## config.mk

```make
export PLATFORM = sky130hd
export DESIGN_NAME = lpm_sequencer
export DESIGN_NICKNAME = d
export VERILOG_FILES = /design/src/rtl/lpm_pkg.sv /design/src/rtl/lpm_datapath.sv /design/src/rtl/lpm_ctrl.sv /design/src/rtl/lpm_sequencer.sv
export SDC_FILE = /design/constraint.sdc
export NUM_CORES = 1
export LEC_CHECK = 0
export BUFFER_PORTS_ARGS = -buffer_cell sky130_fd_sc_hd__buf_2
export CORE_AREA = 4 4 41 43
export DETAILED_ROUTE_END_ITERATION = 7
export DIE_AREA = 0 0 45 47
export PLACE_DENSITY = 0.7
export SYNTH_ARGS = -nofsm -noshare
export SYNTH_HDL_FRONTEND = slang
export SYNTH_HIERARCHICAL = 1
export SYNTH_SLANG_ARGS = --single-unit
```

## constraint.sdc

```tcl
create_clock -name clk -period 3.6 [get_ports clk]
set_input_delay 0.18 -clock clk [delete_from_list [all_inputs] [get_ports clk]]
set_output_delay 0.18 -clock clk [all_outputs]
set_load 0.005 [all_outputs]
```

## src/rtl/lpm_pkg.sv

```systemverilog
package lpm_pkg;

  typedef enum logic [1:0] {
    ST_WAKE = 2'd0,
    ST_RUN  = 2'd1,
    ST_LOW  = 2'd2
  } lpm_state_e;

  // strobes from control to datapath
  typedef struct packed {
    logic cntClear;
    logic cntStep;
  } lpm_strobe_t;

  // condition summary from datapath to control
  typedef struct packed {
    logic allInactive;
    logic deepOk;
    logic wakeEvent;
    logic lockDone;
  } lpm_status_t;

endpackage

```

## src/rtl/lpm_datapath.sv

```systemverilog
module lpm_datapath
  import lpm_pkg::*;
#(
  parameter int NUM_PORTS   = 2,
  parameter int LOCK_CYCLES = 64
) (
  input  logic                 clk,
  input  logic                 rst_n,
  input  logic                 pdPin,
  input  logic [NUM_PORTS-1:0] portConnected,
  input  logic [NUM_PORTS-1:0] portDisabled,
  input  logic [NUM_PORTS-1:0] portSuspended,
  input  logic [NUM_PORTS-1:0] biasDetect,
  input  logic [NUM_PORTS-1:0] connectDetect,
  input  logic                 portIntEn,
  input  logic                 linkPowerOn,
  input  lpm_strobe_t          strobe,
  output lpm_status_t          status,
  output logic                 noCableBias
);

  localparam int CNT_W = (LOCK_CYCLES > 1) ? $clog2(LOCK_CYCLES) : 1;
  localparam logic [CNT_W-1:0] CNT_LAST = CNT_W'(LOCK_CYCLES - 1);

  logic [NUM_PORTS-1:0] portIdle;
  logic [NUM_PORTS-1:0] portQuiet;
  logic [NUM_PORTS-1:0] portEvent;
  logic [CNT_W-1:0]     lockCnt;

  // per-port classification
  for (genvar p = 0; p < NUM_PORTS; p++) begin : g_port
    logic suspWake;
    logic attachWake;
    assign portIdle[p]  = ~portConnected[p] | portDisabled[p] | portSuspended[p];
    assign portQuiet[p] = ~portConnected[p] | portDisabled[p];
    assign suspWake     = portSuspended[p] & (biasDetect[p] | ~connectDetect[p]);
    assign attachWake   = ~portDisabled[p] & connectDetect[p] & ~portConnected[p];
    assign portEvent[p] = suspWake | attachWake;
  end

  // PLL lock wait counter
  always_ff @(posedge clk or negedge rst_n) begin
    if (!rst_n) begin
      lockCnt <= '0;
    end else if (pdPin || strobe.cntClear) begin
      lockCnt <= '0;
    end else if (strobe.cntStep && lockCnt != CNT_LAST) begin
      lockCnt <= lockCnt + 1'b1;
    end
  end

  always_comb begin
    status.allInactive = &portIdle;
    status.deepOk      = (&portQuiet) & ~portIntEn;
    status.wakeEvent   = linkPowerOn | (|portEvent);
    status.lockDone    = (lockCnt == CNT_LAST);
  end

  assign noCableBias = ~(|biasDetect);

endmodule

```

## src/rtl/lpm_ctrl.sv

```systemverilog
module lpm_ctrl
  import lpm_pkg::*;
(
  input  logic        clk,
  input  logic        rst_n,
  input  logic        pdPin,
  input  logic        ifaceDisabled,
  input  lpm_status_t status,
  output lpm_strobe_t strobe,
  output logic        pllEnable,
  output logic        refEnable,
  output logic        deepSleep,
  output logic        clockReady,
  output logic        logicReset
);

  lpm_state_e state;
  lpm_state_e stateNext;

  always_comb begin
    stateNext = state;
    unique case (state)
      ST_WAKE: if (status.lockDone) stateNext = ST_RUN;
      ST_RUN:  if (ifaceDisabled && status.allInactive && !status.wakeEvent)
                 stateNext = ST_LOW;
      ST_LOW:  if (status.wakeEvent) stateNext = ST_WAKE;
      default: stateNext = ST_WAKE;
    endcase
  end

  always_ff @(posedge clk or negedge rst_n) begin
    if (!rst_n) begin
      state <= ST_WAKE;
    end else if (pdPin) begin
      state <= ST_WAKE;
    end else begin
      state <= stateNext;
    end
  end

  always_comb begin
    strobe.cntStep  = (state == ST_WAKE);
    strobe.cntClear = (state != ST_WAKE);
  end

  always_comb begin
    logicReset = pdPin | ~rst_n;
    pllEnable  = ~pdPin & (state != ST_LOW);
    refEnable  = ~pdPin & (state != ST_LOW);
    clockReady = ~pdPin & (state == ST_RUN);
    deepSleep  = ~pdPin & (state == ST_LOW) & status.deepOk;
  end

endmodule

```

## src/rtl/lpm_sequencer.sv

```systemverilog
module lpm_sequencer
  import lpm_pkg::*;
#(
  parameter int NUM_PORTS   = 2,
  parameter int LOCK_CYCLES = 64
) (
  input  logic                 clk,
  input  logic                 rst_n,
  input  logic                 pdPin,
  input  logic [NUM_PORTS-1:0] portConnected,
  input  logic [NUM_PORTS-1:0] portDisabled,
  input  logic [NUM_PORTS-1:0] portSuspended,
  input  logic [NUM_PORTS-1:0] biasDetect,
  input  logic [NUM_PORTS-1:0] connectDetect,
  input  logic                 portIntEn,
  input  logic                 ifaceDisabled,
  input  logic                 linkPowerOn,
  output logic                 pllEnable,
  output logic                 refEnable,
  output logic                 deepSleep,
  output logic                 noCableBias,
  output logic                 logicReset,
  output logic                 clockReady
);

  lpm_strobe_t strobe;
  lpm_status_t status;

  lpm_datapath #(
    .NUM_PORTS  (NUM_PORTS),
    .LOCK_CYCLES(LOCK_CYCLES)
  ) u_dp (
    .clk          (clk),
    .rst_n        (rst_n),
    .pdPin        (pdPin),
    .portConnected(portConnected),
    .portDisabled (portDisabled),
    .portSuspended(portSuspended),
    .biasDetect   (biasDetect),
    .connectDetect(connectDetect),
    .portIntEn    (portIntEn),
    .linkPowerOn  (linkPowerOn),
    .strobe       (strobe),
    .status       (status),
    .noCableBias  (noCableBias)
  );

  lpm_ctrl u_ctrl (
    .clk          (clk),
    .rst_n        (rst_n),
    .pdPin        (pdPin),
    .ifaceDisabled(ifaceDisabled),
    .status       (status),
    .strobe       (strobe),
    .pllEnable    (pllEnable),
    .refEnable    (refEnable),
    .deepSleep    (deepSleep),
    .clockReady   (clockReady),
    .logicReset   (logicReset)
  );

endmodule

```

After elaboration in Yosys (flattened, before gate mapping)

Cells that the tools add are included.

Logic and storage cells: 62
Output and inout port bits: 6
Bits in registers: 8
Bits of input ports: 16

Reductions and logical operators: 13
Mux-type cells: 7
Bitwise operators: 31
Add/sub/neg operators: 1
Eq/ne operators: 8

Operators with widths:

| kind                  | number |
|---|---|
| $mux W6               | 2 |
| $and A1 B1 Y1         | 11 |
| $not A1 Y1            | 10 |
| $or A1 B1 Y1          | 10 |
| $mux W2               | 4 |
| $add A6 B1 Y6 const B | 1 |
| $eq A6 B6 Y1 const B  | 1 |
| $ne A3 B2 Y1 const B  | 2 |
| $ne A6 B6 Y1 const B  | 1 |
| $pmux W2 S3           | 1 |
| $reduce_and A2 Y1     | 2 |
| $reduce_bool A2 Y1    | 2 |
| $reduce_or A2 Y1      | 2 |
| $logic_and A1 B1 Y1   | 3 |
| $ne A3 B3 Y1 const B  | 1 |
| $reduce_and A3 Y1     | 1 |
| $eq A2 B1 Y1 const B  | 1 |
| $eq A2 B2 Y1 const B  | 1 |
| $logic_not A2 Y1      | 1 |
| $ne A2 B2 Y1 const B  | 1 |
| $logic_not A1 Y1      | 1 |
| $logic_or A1 B1 Y1    | 1 |

Logic depth before layout (Yosys ltp)

Gate-level depths: netlist of the first run.

Depth after elaboration: 11
Gate-level depth with buffers: 5
Gate-level depth less buffers: 5

Modules after synthesis

The synthesis of the first run kept the hierarchy.

Modules (own cells, without submodules):

| module       | seq. area each (sq um) | cells each | instances | area each (sq um) |
|---|---|---|---|---|
| lpm_datapath | 150.1                  | 49         | 1         | 414.1 |
| lpm_ctrl     | 50.0                   | 16         | 1         | 146.4 |

Least setup slack after synthesis of the first run

Ideal clock, no wire load.

Path type: reg-to-reg
From: reg u_ctrl.state[1]
To: reg u_dp.lockCnt[4]
Clock period less this slack: 1332 ps
Arrival time: 1246 ps
Required time: 3514 ps
Slack: 2268 ps
Library setup time: 86 ps
Path buffers: 0
Cell stages (with the launch flop): 6
Path through: dfrtp_1 -> nor2_1 -> inv_1 -> nor2_1 -> inv_1 -> nor3_1

RTL lines:

| element                | RTL line           | source |
|---|---|---|
| from (decl)            | lpm_ctrl.sv:17     | `lpm_state_e state;` |
| from (signal assigned) | lpm_ctrl.sv:37     | `state <= stateNext;` |
| to (signal assigned)   | lpm_datapath.sv:48 | `lockCnt <= lockCnt + 1'b1;` |
| to (decl)              | lpm_datapath.sv:28 | `logic [CNT_W-1:0] lockCnt;` |

==> results of run 1 <==
==> critical path: cells and delay by family (launching register included) <==
kind	cells	cell delay [ns]
buffers and inverters	2	0.25
AND/OR/NAND/NOR	3	0.84
flip-flops	1	0.44
==> power breakdown <==
part | leakage [nW] | switching, W | internal, W
registers | 0.109 | 0.00000275 | 0.0000927
clock network | 0.0138 | 0.0000331 | 0.0000383
logic | 0.233 | 0.0000156 | 0.0000147
==> layer usage <==
layer / vias to the layer above / share of wire / track usage / routed length, um
met4: 0 / 0 / 0.0702 / 0
met5: - / 0 / 0 / 0
met3: 0 / 0.055 / 0.0345 / 71
li1: 291 / - / - / -
met1: 247 / 0.45 / 0.173 / 574
met2: 12 / 0.50 / 0.212 / 636
==> worst paths after layout <==
kind,depth (start not counted),slack [ns],endpoint,start
max,5,1.99,u_dp/lockCnt[2]$_DFFE_PN0P_,u_ctrl/state[1]$_DFFE_PN0P_
min,2,0.18,u_ctrl/state[1]$_DFFE_PN0P_,pdPin
max reg2reg,5,1.99,u_dp/lockCnt[2]$_DFFE_PN0P_,u_ctrl/state[1]$_DFFE_PN0P_
min reg2reg,1,0.54,u_ctrl/state[0]$_DFFE_PN0P_,u_ctrl/state[1]$_DFFE_PN0P_
max in group asynchronous,2,3.12,u_dp/lockCnt[1]$_DFFE_PN0P_,rst_n
min in group asynchronous,2,0.30,u_ctrl/state[0]$_DFFE_PN0P_,rst_n
==> through the flow <==
| stage | setup WS, ns | hold slack (ns) |
|---|---|---|
| floorplan | 2.27 | -0.116 |
| global placement | 2.11 | 0.0402 |
| detailed placement | 2.01 | 0.0430 |
| CTS | 2.00 | 0.176 |
| global route | 1.89 | 0.204 |
| finish | 1.99 | 0.182 |
==> cells in the final DEF (no fill, tap or decap) <==
| cell type | synthesis | routed |
|---|---|---|
| nand4b_1 | 1 | 1 |
| and2_2 | 1 | 1 |
| a31oi_1 | 1 | 1 |
| nand2b_1 | 2 | 2 |
| dlygate4sd3_1 | 0 | 1 |
| nor2_1 | 6 | 6 |
| mux2i_1 | 2 | 2 |
| o21a_1 | 2 | 2 |
| or3_1 | 2 | 2 |
| ha_1 | 1 | 1 |
| nor3b_1 | 2 | 2 |
| a221oi_1 | 1 | 1 |
| dfrtp_1 | 8 | 8 |
| buf_2 | 0 | 21 |
| a41oi_1 | 1 | 1 |
| nand2_1 | 5 | 5 |
| o21ai_0 | 3 | 3 |
| and4_4 | 1 | 1 |
| nand4_1 | 1 | 1 |
| a21oi_1 | 5 | 5 |
| clkbuf_4 | 0 | 3 |
| inv_1 | 8 | 8 |
| and4_1 | 2 | 2 |
| nor4b_1 | 1 | 1 |
| and4b_1 | 1 | 1 |
| a211oi_2 | 1 | 1 |
| nor4_2 | 1 | 1 |
| nor3_1 | 3 | 3 |
| nand3_2 | 1 | 1 |
| nor3_2 | 1 | 1 |
==> layout make-up <==
class	count	area share
Timing Repair Buffer	22	0.162
Sequential cell	8	0.282
Clock buffer	3	0.0317
Inverter	8	0.0423
Tap cell	15	0.0265
Multi-Input combinational cell	48	0.455
==> state kept, by name, indices dropped and copies added (netlist names) <==
signal        count
u_dp/lockCnt      6
u_ctrl/state      2
==> cells by family (layout without fill, tap and decap cells) <==
| logic type | count (synthesis) | after routing | synth area share |
|---|---|---|---|
| flops | 8 | 8 | 0.357 |
| buf+inv | 9 | 33 | 0.0670 |
| mux | 2 | 2 | 0.0357 |
| simple gates | 31 | 31 | 0.355 |
| compound gates | 14 | 14 | 0.163 |
| fa+ha+maj | 1 | 1 | 0.0223 |
==> what timing repair did <==
item,in CTS,in global routing
hold buffers,1,0
endpoints found under the hold margin,8,0
buffers inserted,0,0
==> key figures, run 1 <==
Worst setup path
  • Critical Path AT: 1.78 ns
  • Critical path class: register to register
  • Max stage delay cell, worst path: dfrtp_1
  • CP Capture Type: register
  • Startpoint class of the critical path: register
  • CP Max Fanout: 7
  • CP peak stage delay: around 0.44 ns
  • CP Cell Sequence: nor2_1, inv_1, nor2_1, inv_1, nor3_1
  • CP required: ~3.8 ns

STA
  • Final period utilization: 0.447
  • RSZ-0062 raised after global routing: no
  • Worst slew pin tran: 0.406 ns
  • Setup TNS: 0 ns
  • Max-slew headroom: 0.729
  • Final Skew: between 0.007 and 0.008 ns
  • Hold Violations, Final: 0
  • Minimum clock period: about 1.6 ns
  • Max Freq: ~0.62 GHz
  • Final setup fails: 0
  • Max-slew violation count: 0

Yosys
  • Synth Instances: 65
  • Mean Syn Cell Area: around 8.6 um^2
  • Synth top area share: 0.357
  • Commonest cells post-synth: 8 x dfrtp_1, 8 x inv_1, 6 x nor2_1, 5 x a21oi_1, 5 x nand2_1
  • Count of flip-flops with a built-in enable after synthesis: 0
  • Main synth FF type: dfrtp_1
  • Top post-synthesis cells by area: dfrtp_1 36%, inv_1 5.4%, a21oi_1 4.5%, nor2_1 4.0%, mux2i_1 3.6%
  • Ys Warns: 6
  • Async SR Flop Fraction: 1.00
  • Area leader, netlist: dfrtp_1
  • Yosys reg bits: 8
  • Synthesized area: between 500 and 600 um^2
  • Syn nets: between 80 and 90
  • Seq/Total Area, Yosys: 0.357
  • Yosys cell types: 28

Cells and area
  • Area Overhead vs Synth: 26.6%
  • Nets: approximately 110
  • Core Util, Final: 0.545
  • # diodes: 0
  • Fill count: roughly 130
  • Share of cells above drive strength 1: 0.337
  • Multi-input logic area: 323 um^2
  • Register area: 200 um^2
  • Design area: slightly above 700 um^2
  • Post-Layout Cell Count: about 100

CTS
  • Root buffer cell: clkbuf_4
  • Clk_lat worst skew: between 0.2 and 0.3 ns
  • CTS tree: yes
  • Deepest level of the CTS H-tree: 1
  • CTS Buf Count: 3
  • Post-CTS Resized: 0
  • Worst-path clk slew: approximately 0.060 ns
  • CTS Buffer Depth: 2
  • CTS Sinks: 8

Power
  • Leak: 0.357 nW
  • VDD IR max: between 100 and 150 uV
  • PwrDens: between 200 and 300 nW/um^2
  • Power, Total: 0.000197 W

Run status
  • Outcome: finished, final reports clean

Global route
  • Global-route wire length before repair: slightly above 2000 um
  • Total gr overflow: 0
  • Vias in the first global route: 498
  • Largest net degree at the start of global routing: 10
  • GRT Resource Usage Total: 0.136
  • Initial antenna violation count: 0

Route
  • DRC viols: 0
  • Routed wire length per instance: 12.3 um
  • Final ANT Viol Nets: 0
  • Final WL: roughly 1300 um
  • Drt pass-1 iters: 4
  • Routed vias: between 500 and 600
  • Vias/cell: between 5 and 6
  • Number of DRC markers in iteration 0: 11

Floorplanning
  • Initial core utilization: 0.431
  • Die height: between 40 and 50 um
  • Total die area: between 2000 and 2500 um^2
  • Ports: 22
  • Cell Rows: 13
  • Die width: between 40 and 50 um
  • Core area: approximately 1300 um^2

Placed design
  • DP HPWL: between 1000 and 1500 um
  • Placed Area: between 600 and 700 um^2
  • Placer Congestion: roughly 0.80
  • Port Buf Inserts: 21
  • DP Cell Count: 100

Min path
  • Min-delay worst type: input port to register

Run
  • Max Cap Viol: 0
Note: power is estimated with default switching activity, not from simulation.
==> run 2, diff against run 1 <==
CORE_AREA = unset   (was 4 4 41 43)
CORE_MARGIN = 4   (was unset)
CORE_UTILIZATION = 41   (was unset)
DIE_AREA = unset   (was 0 0 45 47)
PLACE_DENSITY = 0.71   (was 0.7)
clock period = 1.3 ns   (was 3.6 ns; I/O delays follow)
==> key figures, run 2 (synthesis gave the netlist of run 1 again) <==
Run status
  • Outcome: finished, final reports clean

Power
  • Comb power frac: 0.161 (+0.007)
  • Sw Share: 0.251 (-0.00944)
  • Switching power total: 0.000136 W (+160%)
  • Seq pwr share: 0.488 (+0.004)
  • Clock network power share: 0.351 (-0.011)
  • Internal cell power: 0.000406 W (+180%)
  • VDD IR max: 386 uV (+220%)
  • PwrDens: 704 nW/um^2 (+150%)
  • Leak: 0.381 nW (+6.9%)

Worst setup path
  • Startpoint class of the critical path: register
  • Cell depth of the worst flop-to-flop path: 4 (-1)
  • CP Max Fanout: 5 (-2)
  • Flop2flop setup slack: 0.08 ns (-1.91 ns)
  • CP Capture Type: output port
  • Critical Path AT: 1.17 ns (-0.61 ns)
  • CP required: 1.24 ns (-2.53 ns)
  • Worst setup path end: deepSleep
  • Critical path origin: u_ctrl/state[0]$_DFFE_PN0P_
  • Reg2reg end: u_dp/lockCnt[1]$_DFFE_PN0P_
  • FF-to-FF Start: u_dp/lockCnt[0]$_DFFE_PN0P_
  • Critical path class: register to output port

Global route
  • Total gr overflow: 0 (unchanged)
  • Global-route wire length before repair: 1980 um (-2.7%)
  • Initial antenna violation count: 0 (unchanged)
  • Vias in the first global route: 502 (+0.80%)
  • GRT Resource Usage Total: 0.131 (-0.00507)
  • Largest net degree at the start of global routing: 10 (unchanged)

CTS
  • Deepest level of the CTS H-tree: 1 (unchanged)
  • CTS Buffer Depth: 2 (unchanged)
  • CTS Buf Count: 3 (unchanged)
  • CTS Sinks: 8 (unchanged)
  • Worst-path clk slew: 0.06 ns (about the same)
  • Root buffer cell: clkbuf_4
  • CTS tree: yes
  • Post-CTS Setup Inserts: 0 (unchanged)
  • Clk_lat worst skew: 0.25 ns (about the same)

Min path
  • Min-delay worst type: input port to register
  • Hold Crit Start: pdPin

Cells and area
  • Area Overhead vs Synth: 37.3%
  • Share of cells above drive strength 1: 0.430 (+0.0930)
  • Nets: 112 (+3.7%)
  • # diodes: 0 (unchanged)
  • Max reg flops: 6 (unchanged)
  • Most frequent cells in the layout: 21 x buf_2, 8 x inv_1, 8 x dfrtp_1
  • Biggest register: u_dp/lockCnt
  • Commonest non-fill, non-tap cell in the layout: buf_2
  • Regs by FF count: u_dp/lockCnt (6), u_ctrl/state (2)

Route
  • Routed wire length per instance: 11.4 um (-7.5%)
  • Final ANT Viol Nets: 0 (unchanged)
  • Routed vias: 577 (+4.9%)
  • DRC viols: 0 (unchanged)
  • Final WL: 1230 um (-4.0%)
  • Drt pass-1 iters: 4 (unchanged)
  • Number of DRC markers in iteration 0: 14 (+3)
  • Vias/cell: 5.34 (+1.0%)

STA
  • Minimum clock period: 1.24 ns
  • Setup TNS: 0 ns (unchanged)
  • Hold Violations, Final: 0 (unchanged)
  • Worst slew pin tran: 0.221 ns (-0.184 ns)
  • RSZ-0062 raised after global routing: yes
  • Final Skew: 0.00259 ns (-0.00471 ns)
  • Max Freq: between 0.8 and 0.9 GHz
  • Min Hold Slack: 0.0862 ns (-0.0960 ns)
  • Max-slew violation count: 0 (unchanged)
  • Final period utilization: 0.952
  • Final setup fails: 0 (unchanged)
  • Max-slew headroom: 0.853 (+0.124)

Placed design
  • Port Buf Inserts: 21 (unchanged)
  • DP HPWL: 986 um (-4.7%)
  • Placer Congestion: 0.747 (-6.5%)

Floorplanning
  • Total die area: 2020 um^2 (-4.4%)
  • Core area: 1300 um^2 (unchanged)
  • Die width: 45.0 um (about the same)
  • Die height: 45.0 um (-4.3%)
  • Ports: 22 (unchanged)
  • Initial core utilization: 0.431 (unchanged)
  • Cell Rows: 13 (unchanged)

Run
  • Max Cap Viol: 0 (unchanged)
## run 2: repair_timing
item	4_1_cts	5_1_grt
hold endpoints to repair	8	0
setup endpoints to repair	1	7
pin swaps	0	1
hold buffers	1	0
gates resized for setup	2	4
## run 2: power by group through the flow
stage          registers (W)  logic [W]  clock network [W]
5_1_grt             0.000265  0.0000991           0.000211
3_3_place_gp        0.000268  0.0000829                  0
3_5_place_dp        0.000269  0.0000840                  0
2_1_floorplan       0.000267  0.0000381                  0
6_report            0.000265  0.0000870           0.000190
4_1_cts             0.000264  0.0000870           0.000197
## run 2: final cells by class
| type | count | area (um^2) |
|---|---|---|
| fillers | 121 | 532 |
| multi-input cells | 48 | 349 |
| flip-flops and latches | 8 | 200 |
| repair buffers | 26 | 149 |
| inverters | 8 | 30.0 |
| clock buffers | 3 | 22.5 |
| well taps | 15 | 18.8 |
## run 2: routing by layer
metal / GRT usage / vias to the layer above / wire, um
li1: - / 296 / -
met4: 0.0526 / 0 / 7
met2: 0.181 / 11 / 589
met5: 0 / - / 0
met3: 0.0359 / 2 / 51
met1: 0.190 / 268 / 581
## run 2: how the worst min path moves through the flow
| stage | endpoint | depth (start not counted) |
|---|---|---|
| floorplan | u_ctrl/state[0]$_DFFE_PN0P_ | 0 |
| global placement | u_dp/lockCnt[1]$_DFFE_PN0P_ | 1 |
| detailed placement | u_dp/lockCnt[2]$_DFFE_PN0P_ | 1 |
| CTS | u_ctrl/state[1]$_DFFE_PN0P_ | 2 |
| global route | u_ctrl/state[1]$_DFFE_PN0P_ | 2 |
| finish | u_ctrl/state[1]$_DFFE_PN0P_ | 2 |
## run 2: stage by stage
| step | setup WS (ns) | cell area (um^2) | std cells | power, W | utilization |
|---|---|---|---|---|---|
| 2_1_floorplan | 0.0438 | 563 | 65 | 0.000305 | - |
| 3_3_place_gp | 0.0875 | 709 | 104 | 0.000351 | 0.545 |
| 3_5_place_dp | 0.0358 | 709 | 104 | 0.000353 | 0.545 |
| 4_1_cts | 0.0183 | 754 | 108 | 0.000548 | 0.580 |
| 5_1_grt | -0.0135 | 769 | 108 | 0.000576 | 0.591 |
| 6_report | 0.0619 | 769 | 108 | 0.000542 | 0.591 |
## run 2: worst max-delay path, stage by stage (launching register included)
cell      delay [ns]
dfrtp_1         0.40
buf_6           0.13
nand2b_4        0.14
nor3b_2         0.13
buf_2           0.12
==> run 3, diff against run 2 <==
RECOVER_POWER = 100   (was unset)
==> key figures, run 3 (synthesis gave the netlist of run 1 again) <==
CTS
  • CTS tree: yes
  • Root buffer cell: clkbuf_4
  • CTS Sinks: 8 (unchanged)
  • Deepest level of the CTS H-tree: 1 (unchanged)
  • Clk_lat worst skew: 0.25 ns (about the same)
  • Worst-path clk slew: 0.06 ns (about the same)
  • CTS Buffer Depth: 2 (unchanged)
  • Post-CTS Setup Inserts: 0 (unchanged)
  • CTS Buf Count: 3 (unchanged)

Route
  • Highest routed layer: met4
  • Vias/cell: 5.32 (-0.35%)
  • Drt pass-1 iters: 4 (unchanged)
  • M1 WL: 583 um (+0.34%)
  • DRC viols: 0 (unchanged)
  • Routed wire length per instance: 11.3 um (-0.57%)
  • Final WL: 1220 um (-0.57%)
  • Final ANT Viol Nets: 0 (unchanged)
  • Routed vias: 575 (-0.35%)
  • Number of DRC markers in iteration 0: 16 (+2)
  • Met3 WL: 50 um (-2.0%)
  • Met2 WL: 582 um (-1.2%)

STA
  • Final Worst Setup Slack: 0.0651 ns (+0.00317 ns)
  • Max-slew headroom: 0.861 (+0.00884)
  • Minimum clock period: 1.23 ns (-0.00317 ns)
  • Max-slew violation count: 0 (unchanged)
  • Final Skew: 0.00275 ns (+0.000154 ns)
  • Min Hold Slack: 0.0956 ns (+0.00933 ns)
  • Worst slew pin tran: 0.206 ns (-0.0150 ns)
  • RSZ-0062 raised after global routing: yes
  • Hold Violations, Final: 0 (unchanged)
  • Final setup fails: 0 (unchanged)
  • Final period utilization: 0.950 (-0.00243)
  • Max Freq: 0.810 GHz (+0.26%)

Power
  • PwrDens: 712 nW/um^2 (+1.0%)
  • Leak: 0.368 nW (-3.4%)
  • VDD IR max: 386 uV (about the same)

Floorplanning
  • Die width: 45.0 um (unchanged)
  • Cell Rows: 13 (unchanged)
  • Ports: 22 (unchanged)
  • Total die area: 2020 um^2 (unchanged)
  • Initial core utilization: 0.431 (unchanged)
  • Die height: 45.0 um (unchanged)
  • Core area: 1300 um^2 (unchanged)

Cells and area
  • Most frequent cells in the layout: 16 x buf_2, 8 x inv_1, 8 x dfrtp_1
  • Area Overhead vs Synth: 35.5%
  • Commonest non-fill, non-tap cell in the layout: buf_2
  • Register area: 200 um^2 (unchanged)
  • Fill count: 123 (+1.7%)
  • Multi-input logic area: 344 um^2 (-1.4%)
  • Share of cells above drive strength 1: 0.376 (-0.0538)
  • Biggest register: u_dp/lockCnt
  • Nets: 112 (unchanged)
  • Post-Layout Cell Count: 108 (unchanged)
  • # diodes: 0 (unchanged)
  • Core Util, Final: 0.584 (-0.00769)
  • Regs by FF count: u_dp/lockCnt (6), u_ctrl/state (2)
  • Max reg flops: 6 (unchanged)

Global route
  • GRT Resource Usage Total: 0.131 (unchanged)
  • Vias in the first global route: 502 (unchanged)
  • Largest net degree at the start of global routing: 10 (unchanged)
  • Initial antenna violation count: 0 (unchanged)
  • Global-route wire length before repair: 1980 um (unchanged)
  • Total gr overflow: 0 (unchanged)

Worst setup path
  • Critical Path AT: 1.17 ns (about the same)
  • Max stage delay cell, worst path: dfrtp_1
  • CP Cell Sequence: buf_6, nand2b_4, nor3b_2, buf_2
  • CP required: 1.24 ns (about the same)
  • Startpoint class of the critical path: register
  • CP Max Fanout: 5 (unchanged)
  • CP Capture Type: output port
  • Cell family with most CP delay: flip-flops
  • CP peak stage delay: 0.40 ns (about the same)
  • Critical path class: register to output port
  • Bufs and invs on worst path: 2 (unchanged)

Placed design
  • Placer Congestion: 0.747 (unchanged)
  • DP HPWL: 986 um (unchanged)
  • DP Worst Slack: 0.0358 ns (unchanged)
  • Port Buf Inserts: 21 (unchanged)
  • DP Cell Count: 104 (unchanged)

Min path
  • Min-delay worst type: input port to register

Run status
  • Outcome: finished, final reports clean

Run
  • Max Cap Viol: 0 (unchanged)
[run 3: cell count changes in the layout (fill, tap and decap cells not counted), sizes merged]
cell / previous run / this run
clkbuf: 3 / 8
buf: 25 / 20
[run 3: worst paths after layout]
kind                            slack (ns)                          end  cells after the start                         from
worst min-delay path                   0.1  u_ctrl/state[1]$_DFFE_PN0P_                      2                        pdPin
max in group asynchronous             0.93  u_dp/lockCnt[4]$_DFFE_PN0P_                      2                        rst_n
worst max register to register        0.08  u_dp/lockCnt[1]$_DFFE_PN0P_                      4  u_dp/lockCnt[0]$_DFFE_PN0P_
worst max-delay path                  0.07                    deepSleep                      4  u_ctrl/state[0]$_DFFE_PN0P_
min in group asynchronous             0.19  u_dp/lockCnt[0]$_DFFE_PN0P_                      2                        rst_n
worst min register to register        0.55  u_dp/lockCnt[3]$_DFFE_PN0P_                      1  u_dp/lockCnt[3]$_DFFE_PN0P_
[run 3: repair_timing]
item                       in CTS  in global routing
resized for setup               2                  4
setup endpoints to repair       1                  7
pin swaps                       0                  1
hold endpoints to repair        8                  0
hold buffers                    1                  0
[run 3: power breakdown]
part,total (W),switching (W),internal [W],leakage (nW)
logic,0.0000853,0.0000435,0.0000419,0.245
registers,0.000265,0.00000767,0.000257,0.109
clock network,0.000191,0.0000848,0.000106,0.0138
total,0.000540,0.000136,0.000404,0.368
[run 3: routing by layer]
layer / vias up / track usage
met5: - / 0
met3: 2 / 0.0359
met2: 11 / 0.181
li1: 296 / -
met4: 0 / 0.0526
met1: 266 / 0.190
[run 3: cell type report]
type / count / area share
Inverter: 8 / 0.0395
Tap cell: 15 / 0.0247
Multi-Input combinational cell: 48 / 0.453
Sequential cell: 8 / 0.264
Clock buffer: 3 / 0.0297
Timing Repair Buffer: 26 / 0.189
[run 3: worst register-to-register path, cell delays in order (launching register included)]
cell	delay [ns]
dfrtp_1	0.40
ha_1	0.26
nand2_2	0.13
o21a_1	0.17
mux2i_1	0.18
[run 3: per-stage QoR]
stage / setup TNS (ns) / power (W) / cell area, um^2
floorplan: 0 / 0.000305 / 563
global placement: 0 / 0.000351 / 709
detailed placement: 0 / 0.000353 / 709
CTS: 0 / 0.000548 / 754
global route: -0.0135 / 0.000574 / 759
finish: 0 / 0.000540 / 759
